File: config.mk
export PLATFORM = sky130hd
export DESIGN_NAME = vec_trap_resolver
export DESIGN_NICKNAME = d
export VERILOG_FILES = /design/src/rtl/vtr_pkg.sv /design/src/rtl/vtr_en_field_chk.sv /design/src/rtl/vtr_hyp_chk.sv /design/src/rtl/vtr_mon_chk.sv /design/src/rtl/vtr_prio_pick.sv /design/src/rtl/vec_trap_resolver.sv
export SDC_FILE = /design/constraint.sdc
export NUM_CORES = 1
export LEC_CHECK = 0
export BUFFER_PORTS_ARGS = -buffer_cell sky130_fd_sc_hd__buf_2
export CORE_AREA = 10 10 70 72
export DETAILED_ROUTE_END_ITERATION = 8
export DIE_AREA = 0 0 80 82
export PLACE_DENSITY = 0.75
export SLEW_MARGIN = 20
export SYNTH_ARGS = -nofsm -noshare
export SYNTH_HDL_FRONTEND = slang
export SYNTH_HIERARCHICAL = 1
export SYNTH_SLANG_ARGS = --single-unit
File: constraint.sdc
create_clock -name clk -period 1.35 [get_ports clk]
set_clock_uncertainty 0.15 [all_clocks]
set_input_delay 0.135 -clock clk [delete_from_list [all_inputs] [get_ports clk]]
set_output_delay 0.135 -clock clk [all_outputs]
set_load 0.03 [all_outputs]
File: src/rtl/vtr_pkg.sv
package vtr_pkg;

   typedef logic [1:0] lvl_t;

   localparam lvl_t LVL_USR = 2'd0;
   localparam lvl_t LVL_OS  = 2'd1;
   localparam lvl_t LVL_HYP = 2'd2;
   localparam lvl_t LVL_MON = 2'd3;

   // encodings of a 2-bit enable field
   localparam logic [1:0] EN_OPEN     = 2'd3;
   localparam logic [1:0] EN_USR_ONLY = 2'd1;

   // one stage of the decision chain
   typedef struct packed {
      logic hit;
      lvl_t tgt;
   } verdict_t;

   localparam int NSTAGE = 4;

endpackage

File: src/rtl/vtr_en_field_chk.sv
module vtr_en_field_chk
   import vtr_pkg::*;
(
   input  logic [1:0] field,
   input  lvl_t       cur_lvl,
   input  logic       redirect,
   output verdict_t   v
);

   always_comb begin
      v = '0;
      case (field)
         EN_OPEN: ;
         EN_USR_ONLY: begin
            if (cur_lvl == LVL_USR) begin
               v.hit = 1'b1;
               v.tgt = LVL_OS;
            end
         end
         default: begin
            if (cur_lvl <= LVL_OS) begin
               v.hit = 1'b1;
               v.tgt = redirect ? LVL_MON : LVL_OS;
            end
         end
      endcase
   end

endmodule

File: src/rtl/vtr_hyp_chk.sv
module vtr_hyp_chk
   import vtr_pkg::*;
(
   input  logic     vec_trap,
   input  logic     fp_trap,
   input  lvl_t     cur_lvl,
   input  logic     secure,
   output verdict_t v
);

   logic below_top;
   logic secure_low;

   assign below_top  = (cur_lvl <= LVL_HYP);
   assign secure_low = secure && (cur_lvl != LVL_MON);

   always_comb begin
      v     = '0;
      v.hit = (vec_trap || fp_trap) && below_top && !secure_low;
      v.tgt = LVL_HYP;
   end

endmodule

File: src/rtl/vtr_mon_chk.sv
module vtr_mon_chk
   import vtr_pkg::*;
(
   input  logic     vec_en,
   input  logic     fp_trap,
   output verdict_t v
);

   always_comb begin
      v     = '0;
      v.hit = !vec_en || fp_trap;
      v.tgt = LVL_MON;
   end

endmodule

File: src/rtl/vtr_prio_pick.sv
module vtr_prio_pick
   import vtr_pkg::*;
#(
   parameter int N = NSTAGE
)(
   input  verdict_t vin [N],
   output lvl_t     lvl
);

   // lowest index wins: scan from the back so earlier stages overwrite
   always_comb begin
      lvl = LVL_USR;
      for (int i = N - 1; i >= 0; i--) begin
         if (vin[i].hit) lvl = vin[i].tgt;
      end
   end

endmodule

File: src/rtl/vec_trap_resolver.sv
module vec_trap_resolver
   import vtr_pkg::*;
#(
   parameter int CTRL_W      = 64,
   parameter int VEC_EN_LSB  = 16,
   parameter int FP_EN_LSB   = 20,
   parameter int VEC_TRP_BIT = 8,
   parameter int FP_TRP_BIT  = 10,
   parameter bit REG_OUT     = 1'b1
)(
   input  logic              clk,
   input  logic              rst_n,
   input  logic [1:0]        cur_lvl,
   input  logic              secure,
   input  logic              top_aa64,
   input  logic [CTRL_W-1:0] os_ctl,
   input  logic [CTRL_W-1:0] hyp_ctl,
   input  logic [CTRL_W-1:0] mon_ctl,
   output logic [1:0]        trap_lvl
);

   localparam int HI_FIELD = (VEC_EN_LSB > FP_EN_LSB) ? VEC_EN_LSB + 1 : FP_EN_LSB + 1;
   localparam int HI_TRP   = (VEC_TRP_BIT > FP_TRP_BIT) ? VEC_TRP_BIT : FP_TRP_BIT;
   localparam int NFIELD   = 2;

   if (HI_FIELD >= CTRL_W || HI_TRP >= CTRL_W) begin : g_bad_width
      $error("control word too narrow for the chosen bit positions");
   end
   if (VEC_EN_LSB == FP_EN_LSB || VEC_EN_LSB == FP_EN_LSB + 1 ||
       FP_EN_LSB == VEC_EN_LSB + 1) begin : g_bad_fields
      $error("enable fields overlap");
   end
   if (VEC_TRP_BIT == FP_TRP_BIT) begin : g_bad_trp
      $error("trap bits must differ");
   end

   verdict_t stage [NSTAGE];
   logic     redirect;
   lvl_t     lvl_comb;

   assign redirect = secure && !top_aa64;

   for (genvar i = 0; i < NFIELD; i++) begin : g_field
      localparam int LSB = (i == 0) ? VEC_EN_LSB : FP_EN_LSB;
      vtr_en_field_chk u_fld (
         .field    (os_ctl[LSB +: 2]),
         .cur_lvl  (cur_lvl),
         .redirect (redirect),
         .v        (stage[i])
      );
   end

   vtr_hyp_chk u_hyp (
      .vec_trap (hyp_ctl[VEC_TRP_BIT]),
      .fp_trap  (hyp_ctl[FP_TRP_BIT]),
      .cur_lvl  (cur_lvl),
      .secure   (secure),
      .v        (stage[NFIELD])
   );

   vtr_mon_chk u_mon (
      .vec_en  (mon_ctl[VEC_TRP_BIT]),
      .fp_trap (mon_ctl[FP_TRP_BIT]),
      .v       (stage[NFIELD+1])
   );

   vtr_prio_pick #(.N(NSTAGE)) u_pick (
      .vin (stage),
      .lvl (lvl_comb)
   );

   if (REG_OUT) begin : g_reg
      always_ff @(posedge clk or negedge rst_n) begin
         if (!rst_n) trap_lvl <= LVL_USR;
         else        trap_lvl <= lvl_comb;
      end
   end else begin : g_comb
      assign trap_lvl = lvl_comb;
      logic unused_clk;
      assign unused_clk = clk ^ rst_n;
   end

   logic unused_bits;
   assign unused_bits = ^{os_ctl, hyp_ctl, mon_ctl};

endmodule

Yosys cells after proc, flatten, opt, wreduce, memory -nomap -nowiden
Index checks and enable logic that the tools add are counted.
{"block": "word_totals", "output_inout_bits": 2, "romBits": 0, "regBits": 2, "latchBits": 0, "input_bits": 198, "memories": 0, "ramBits": 0}
{"block": "op_classes", "div": 0, "n_addsub": 0, "order_cmp": 2, "shifts": 0, "n_eq_ne": 5, "mux": 9, "n_bitwise": 0, "n_reduce_logical": 10, "multipliers": 0}
{"cell": "3-bit case mux with 2 select lines", "count": 2}
{"cell": "2-bit 2-to-1 mux", "count": 5}
{"cell": "3-bit 2-to-1 mux", "count": 2}
{"cell": "2-bit by 1-bit equality test with 1-bit output (second input constant)", "count": 2}
{"cell": "2-bit equality test (second input constant)", "count": 2}
{"cell": "1-bit logical AND", "count": 4}
{"cell": "1-bit zero test", "count": 3}
{"cell": "2-bit by 1-bit less-or-equal comparator with 1-bit output (second input constant)", "count": 1}
{"cell": "2-bit less-or-equal comparator (second input constant)", "count": 1}
{"cell": "2-bit zero test", "count": 1}
{"cell": "1-bit logical OR", "count": 2}
{"cell": "2-bit != test (second input constant)", "count": 1}

Depth between registers and ports, before layout
Gate-level depths: netlist of run 1.
{"block": "depth", "word_depth": 7, "depth_mapped": 5, "mapped_depth_nobuf": 4}

By module
Netlist of run 1, hierarchy kept.
{"mod": "vtr_prio_pick", "area_each_um2": 71.3, "seq_area_each_um2": 0.0, "cells_each": 10, "instances": 1}
{"mod": "vec_trap_resolver", "area_each_um2": 63.8, "seq_area_each_um2": 50.0, "cells_each": 3, "instances": 1}
{"mod": "vtr_en_field_chk", "area_each_um2": 26.3, "seq_area_each_um2": 0.0, "cells_each": 4, "instances": 2}
{"mod": "vtr_hyp_chk", "area_each_um2": 38.8, "seq_area_each_um2": 0.0, "cells_each": 6, "instances": 1}
{"mod": "vtr_mon_chk", "area_each_um2": 25.0, "seq_area_each_um2": 0.0, "cells_each": 4, "instances": 1}

Worst setup path after synthesis of run 1
No wires, ideal clock.
{"block": "synth_path", "path_type": "input-to-reg", "from": "input port cur_lvl[0]", "to": "register trap_lvl[0]", "path_slack_ns": 0.269, "t_required_ns": 1.096, "n_path_buf": 1, "stages": 5, "arrival_ns": 0.827, "cell_sequence": "o21a_1 nor2_1 buf_4 a211oi_1 a221oi_1"}
{"element": "start: declaration", "line": "vec_trap_resolver.sv:13", "text": "input logic [1:0] cur_lvl,"}
{"element": "end signal: assignment", "line": "vec_trap_resolver.sv:75", "text": "else trap_lvl <= lvl_comb;"}
{"element": "end: declaration", "line": "vec_trap_resolver.sv:19", "text": "output logic [1:0] trap_lvl"}

==> results.yml, run 1 <==
yosys:
  ys_ff_latch: 2
  synth_compound_area_share_pct: 23.4
  yosys.area_share.xor_xnor_pct: 0
  yosys.area_share.simple_pct: 32.8
  synth.area.top_cells: "sky130_fd_sc_hd__dfrtp_1 20%, sky130_fd_sc_hd__buf_4 18%, sky130_fd_sc_hd__nor3b_1 12%"
  synthesis.instances: 31
  synth.distinct_cells: 14
  synth-seq-area-share_pct: 19.9
  yosys_warnings: 6
  synth-adder-area-share_pct: 0
  synth_top_area_share_pct: 19.9
  synth_area_leader_cell: "sky130_fd_sc_hd__dfrtp_1"
  largest_family_of_logic_cells_by_synthesized_area: "simple AND/OR/NAND/NOR gates"
  syn-mean-instance-area_sq_um: 8.11
  yosys-mux-area-fraction_pct: 0
  netlist_area_sq_um: 251
critical_path:
  critical-path-max-stage-delay_ns: 0.29
  critPathCaptureType: "flop"
  highest_fanout_seen_on_the_critical_path: 5
  worst_setup_path_start_kind: "input port"
  timing_worst_setup_path_type: "in -> reg"
  crit_buf_inv: 1
  worst_ep_required_time_ns: 1.32
  cell_with_the_largest_stage_delay_on_the_worst_path: "sky130_fd_sc_hd__a221oi_1"
  worst_ep_arrival_time_ns: 1.02
  cpLargestDelayFamily: "compound AO/OA/AOI/OAI gates"
  worst_path_cell_chain: "buf_2, o21a_1, nor2_1, a211oi_1, a221oi_1"
detailed_routing:
  routed_wl_um: 817
  first_pass_iters: 2
  average_wire_per_cell_in_the_routed_design_um: 8.69
  detailroute.via_count: 252
  post_drt_via_cell_ratio: 2.68
  ant_nets: 0
  drt_iter0_markers: 24
  drc_errors: 0
cells_and_area:
  largest_register_ffs: 2
  nFillCells: 435
  largest_register_by_flop_count: "trap_lvl"
  antenna_cells: 0
  regs_by_ff_count: "trap_lvl x2"
  area_growth_from_synthesis_to_layout_pct: 53.2
  multi_input_comb_area_sq_um: 156
  final-seq-area_sq_um: 50.0
  layout.core_utilization_pct: 10.8
  final_nets: 246
  final_design_area_no_fill_sq_um: 385
  final_layout_size_suffix_gt1_share_pct: 45.7
pwr:
  powerDensity_nw_per_um2: 787
  internal-power_uw: 211
  switching_power_uw: 92.3
  post_layout_power_uw: 303
  combinationalPowerShare_pct: 31.9
  power_frac_seq_pct: 23.5
  total_leakage_power_uw: 0.000163
  power.ir.vdd_worst_uv: 181
  sw_frac_of_total_pct: 30.4
  power.share.clock_pct: 44.6
worst_hold_path:
  hp-class: "in -> async"
floorplan:
  die_height_um: 82
  design.die.area_sq_um: 6560
  row_count: 22
  effective_utilization_at_floorplan_pct: 7.03
  die_width_um: 80
  num_io_pins: 200
  core-area_sq_um: 3580
clocking:
  number_of_buffers_inserted_during_clock_tree_synthesis: 3
  worst_setup_hold_path_clk_slew_ns: 0.03
  cts_tree: "done"
  cts_hold_buf: 1
  ctsRootBufferMaster: "sky130_fd_sc_hd__clkbuf_4"
  max-clock-path-buffers: 2
  number_of_post_cts_setup_repair_buffers: 0
  postCtsResizedCells: 0
  clock_tree.htree_level_count: 1
  cts_sinks: 2
global_routing:
  met2_usage_pct: 3.21
  grt_util_all_layers_pct: 2.55
  grt_remaining_overflow: 0
  grt_start_max_net_pins: 8
  grt_first_pass_wirelength_um: 1150
  busiest_layer: "met2"
  met3_usage_pct: 2.84
  use_met1_pct: 2.22
  number_of_global_route_vias_before_repair: 257
  number_of_antenna_violations_at_the_first_check_in_global_routing: 0
placed_design:
  port-buffer-count: 15
  placed_cell_area_sq_um: 353
  routabilityCongestion: 0.635
  dp_worst_setup_slack_ns: 0.0305
timing:
  setup_ws_ns: 0.296
  final-hold-violation-count: 0
  setup_tns_ns: 0
  unrepaired_setup_endpoints_after_global_routing: "no"
  setup_viol_count_final: 0
  finalCriticalPeriod_ns: 1.05
  final_max_slew_viols: 0
  achievable-frequency_mhz: 948
  finalCritPeriodShare_pct: 78.1
run:
  drv.max_cap_violation_count: 0
outcome:
  run_status: "complete, no violations"
synthesized netlist by cell type (all sizes together):
library cell,count
o21a,2
nand3b,2
nor3b,4
nor2,3
nor2b,2
dfrtp,2
nand2b,1
conb,3
a221oi,1
inv,1
buf,6
a211oi,4
cell usage in the layout, fill, tap and decap left out:
cell and instances:
sky130_fd_sc_hd__clkbuf_4 3, sky130_fd_sc_hd__inv_1 1, sky130_fd_sc_hd__nor2_1 3, sky130_fd_sc_hd__nor2b_1 1
sky130_fd_sc_hd__nand3b_1 2, sky130_fd_sc_hd__a211oi_1 3, sky130_fd_sc_hd__nor3b_1 4, sky130_fd_sc_hd__conb_1 4
sky130_fd_sc_hd__dfrtp_1 2, sky130_fd_sc_hd__buf_2 15, sky130_fd_sc_hd__o21a_1 2, sky130_fd_sc_hd__nor2b_4 1
sky130_fd_sc_hd__buf_4 1, sky130_fd_sc_hd__nand2b_1 1, sky130_fd_sc_hd__dlygate4sd3_1 1, sky130_fd_sc_hd__a221oi_1 1
sky130_fd_sc_hd__a211oi_2 1
cell type report:
class | instances | area share [%]
multi-input combinational | 23 | 40.6
timing repair buffer | 17 | 24.0
tap | 48 | 15.6
sequential | 2 | 13.0
clock buffer | 3 | 5.84
inverter | 1 | 0.974
kinds of logic (layout without fill, tap and decap cells):
family                 count (synthesis)  after routing
AO/OA/AOI/OAI                          7              7
buffers and inverters                  7             21
AND/OR/NAND/NOR                       12             12
flip-flops                             2              2
other                                  3              4
power by group through the flow:
stage | combinational (uW) | clock (uW) | sequential (uW)
2_1_floorplan | 49.1 | 0 | 87.6
3_3_place_gp | 95.6 | 0 | 70.1
3_5_place_dp | 95.9 | 0 | 70.5
4_1_cts | 98.5 | 145 | 71.0
5_1_grt | 110 | 152 | 71.6
6_report | 96.7 | 135 | 71.1
path summary, 6_finish.rpt:
check                      slack (ns)                    end  depth (start not counted)  startpoint
worst max-delay path             0.30  trap_lvl[0]$_DFF_PN0_                          5  cur_lvl[0]
worst min-delay path             0.09  trap_lvl[0]$_DFF_PN0_                          2       rst_n
min in group clk                 0.11  trap_lvl[1]$_DFF_PN0_                          4  mon_ctl[8]
max in group asynchronous        0.86  trap_lvl[1]$_DFF_PN0_                          2       rst_n
through the flow:
stage | instances | hold WS (ns)
2_1_floorplan | 32 | -0.311
3_3_place_gp | 90 | -0.229
3_5_place_dp | 90 | -0.226
4_1_cts | 94 | 0.0858
5_1_grt | 94 | 0.103
6_report | 94 | 0.0855
metal layers:
layer  wire length (um)  vias to the layer above
met2                358                        9
met1                316                      115
met3                142                        0
met4                  0                        0
met5                  0                        -
li1                   -                      128
No activity file was read; power rests on OpenSTA's default activity.
==> run 2, diff against run 1 <==
--- a/config.mk
+++ b/config.mk
@@ -9,7 +9,7 @@
 export CORE_AREA = 10 10 70 72
 export DETAILED_ROUTE_END_ITERATION = 8
 export DIE_AREA = 0 0 80 82
-export PLACE_DENSITY = 0.75
+export PLACE_DENSITY = 0.78
 export SLEW_MARGIN = 20
 export SYNTH_ARGS = -nofsm -noshare
 export SYNTH_HDL_FRONTEND = slang
==> constraint.sdc (replaced) <==
create_clock -name clk -period 0.9 [get_ports clk]
set_clock_uncertainty 0.15 [all_clocks]
set_input_delay 0.09 -clock clk [delete_from_list [all_inputs] [get_ports clk]]
set_output_delay 0.09 -clock clk [all_outputs]
set_load 0.03 [all_outputs]
==> run 2 against run 1 <==
  * The run now ends with setup timing left
  * Highest routed layer unchanged
  * Global-route usage up 0.58 points
  * Final area up 24%
  * Count of clock-buffer cells in the layout unchanged
  * Core utilization up 2.6 points
  * Via count up 2.8%
  * Hold slack worse by 0.047 ns
  * Combinational power up 120%
  * Clock power up 53%
  * Flip-flop and latch count unchanged
  * Die area unchanged
  * Wire length up 21%
  * Final cell count up 3.2%
==> results.yml, run 2 (synthesis gave the netlist of run 1 again) <==
critical_path:
  worst_ep_required_time_ns: 0.66
  worst_setup_path_start_kind: "flop"
  timing_worst_setup_path_type: "reg -> out"
  critical-path-max-stage-delay_ns: 0.37
  crit_buf_inv: 1
  worst_path_cell_chain: "buf_6"
  worst_ep_arrival_time_ns: 0.75
  highest_fanout_seen_on_the_critical_path: 1
  cpLargestDelayFamily: "flip-flops"
  critPathCaptureType: "primary output"
  cell_with_the_largest_stage_delay_on_the_worst_path: "sky130_fd_sc_hd__dfrtp_1"
clocking:
  cts_sinks: 2
  ctsRootBufferMaster: "sky130_fd_sc_hd__clkbuf_4"
  clock_tree.htree_level_count: 1
  max-clock-path-buffers: 2
  cts_tree: "done"
  number_of_buffers_inserted_during_clock_tree_synthesis: 3
  worst_setup_hold_path_clk_slew_ns: 0.03
timing:
  setup_ws_ns: -0.0918
  setup_tns_ns: -0.170
  achievable-frequency_mhz: 1010
  setup_viol_count_final: 2
  finalHoldWorstSlack_ns: 0.0389
  unrepaired_setup_endpoints_after_global_routing: "yes"
  finalCriticalPeriod_ns: 0.992
  final_max_slew_viols: 0
  final-hold-violation-count: 0
  finalCritPeriodShare_pct: 110
worst_hold_path:
  hp-class: "in -> async"
detailed_routing:
  post_drt_via_cell_ratio: 2.67
  drt_iter0_markers: 4
  ant_nets: 0
  first_pass_iters: 3
  routed_wl_um: 986
  detailroute.via_count: 259
  average_wire_per_cell_in_the_routed_design_um: 10.2
  drc_errors: 0
floorplan:
  die_height_um: 82
  die_width_um: 80
  row_count: 22
  effective_utilization_at_floorplan_pct: 7.03
  core-area_sq_um: 3580
  num_io_pins: 200
  design.die.area_sq_um: 6560
cells_and_area:
  antenna_cells: 0
  layout_common_cells: "11 x sky130_fd_sc_hd__buf_2, 4 x sky130_fd_sc_hd__buf_4, 4 x sky130_fd_sc_hd__buf_6, 4 x sky130_fd_sc_hd__conb_1"
  largest_register_ffs: 2
  area_growth_from_synthesis_to_layout_pct: 90.5
  regs_by_ff_count: "trap_lvl x2"
  final_layout_size_suffix_gt1_share_pct: 63.3
  final_nets: 249
  mostFrequentLayoutCell: "sky130_fd_sc_hd__buf_2"
  final_cell_count_no_fill: 97
  largest_register_by_flop_count: "trap_lvl"
placed_design:
  total_placed_cells_including_tap_cells: 93
  routabilityCongestion: 0.791
  port-buffer-count: 15
outcome:
  run_status: "finished, violations left"
  failed_checks: "setup timing"
global_routing:
  grt_remaining_overflow: 0
  number_of_global_route_vias_before_repair: 281
  grt_util_all_layers_pct: 3.13
  number_of_antenna_violations_at_the_first_check_in_global_routing: 0
  grt_start_max_net_pins: 8
  grt_first_pass_wirelength_um: 1500
pwr:
  power.ir.vdd_worst_uv: 179
  post_layout_power_uw: 530
  total_leakage_power_uw: 0.000193
  powerDensity_nw_per_um2: 1110
run:
  drv.max_cap_violation_count: 0
## run 2: cell count changes in the layout (fill, tap and decap cells not counted), sizes merged
cell and change:
buf +3
## run 2: final cells by class
type	instances	area, sq um
Clock buffer	3	22.5
Fill cell	426	3100
Inverter	1	3.75
Multi-Input combinational cell	23	203
Sequential cell	2	50.0
Tap cell	48	60.1
Timing Repair Buffer	20	140
## run 2: path summary, 6_finish.rpt
path / slack [ns] / depth (start not counted) / endpoint / start
worst max-delay path: -0.09 / 1 / trap_lvl[0] / trap_lvl[0]$_DFF_PN0_
max in group asynchronous: 0.45 / 2 / trap_lvl[1]$_DFF_PN0_ / rst_n
worst min-delay path: 0.04 / 2 / trap_lvl[0]$_DFF_PN0_ / rst_n
min in group clk: 0.06 / 4 / trap_lvl[1]$_DFF_PN0_ / mon_ctl[8]
## run 2: repair_timing
item	in CTS	in global routing
hold buffers	1	0
pin swaps	3	1
buffers inserted	1	0
setup endpoints to repair	4	4
endpoints found under the hold margin	2	0
gates resized for setup	11	6
## run 2: layer usage
metal / vias up / global-route usage [%] / share of wire, %
met5: - / 0 / 0
met3: 0 / 3.93 / 20
met1: 114 / 2.78 / 37
li1: 133 / - / -
met4: 0 / 1.06 / 0
met2: 12 / 4.25 / 43
## run 2: metrics by stage
| stage | cell area (sq um) | utilization (%) | worst slack [ns] |
|---|---|---|---|
| floorplan | 260 | - | -0.122 |
| global placement | 380 | 10.6 | -0.268 |
| detailed placement | 380 | 10.6 | -0.348 |
| CTS | 462 | 12.9 | -0.0939 |
| global route | 479 | 13.4 | -0.123 |
| finish | 479 | 13.4 | -0.0918 |
## run 2: power by group
part / internal [uW] / switching (uW)
clock network: 148 / 57.8
logic: 107 / 109
registers: 103 / 6.67
total: 357 / 173
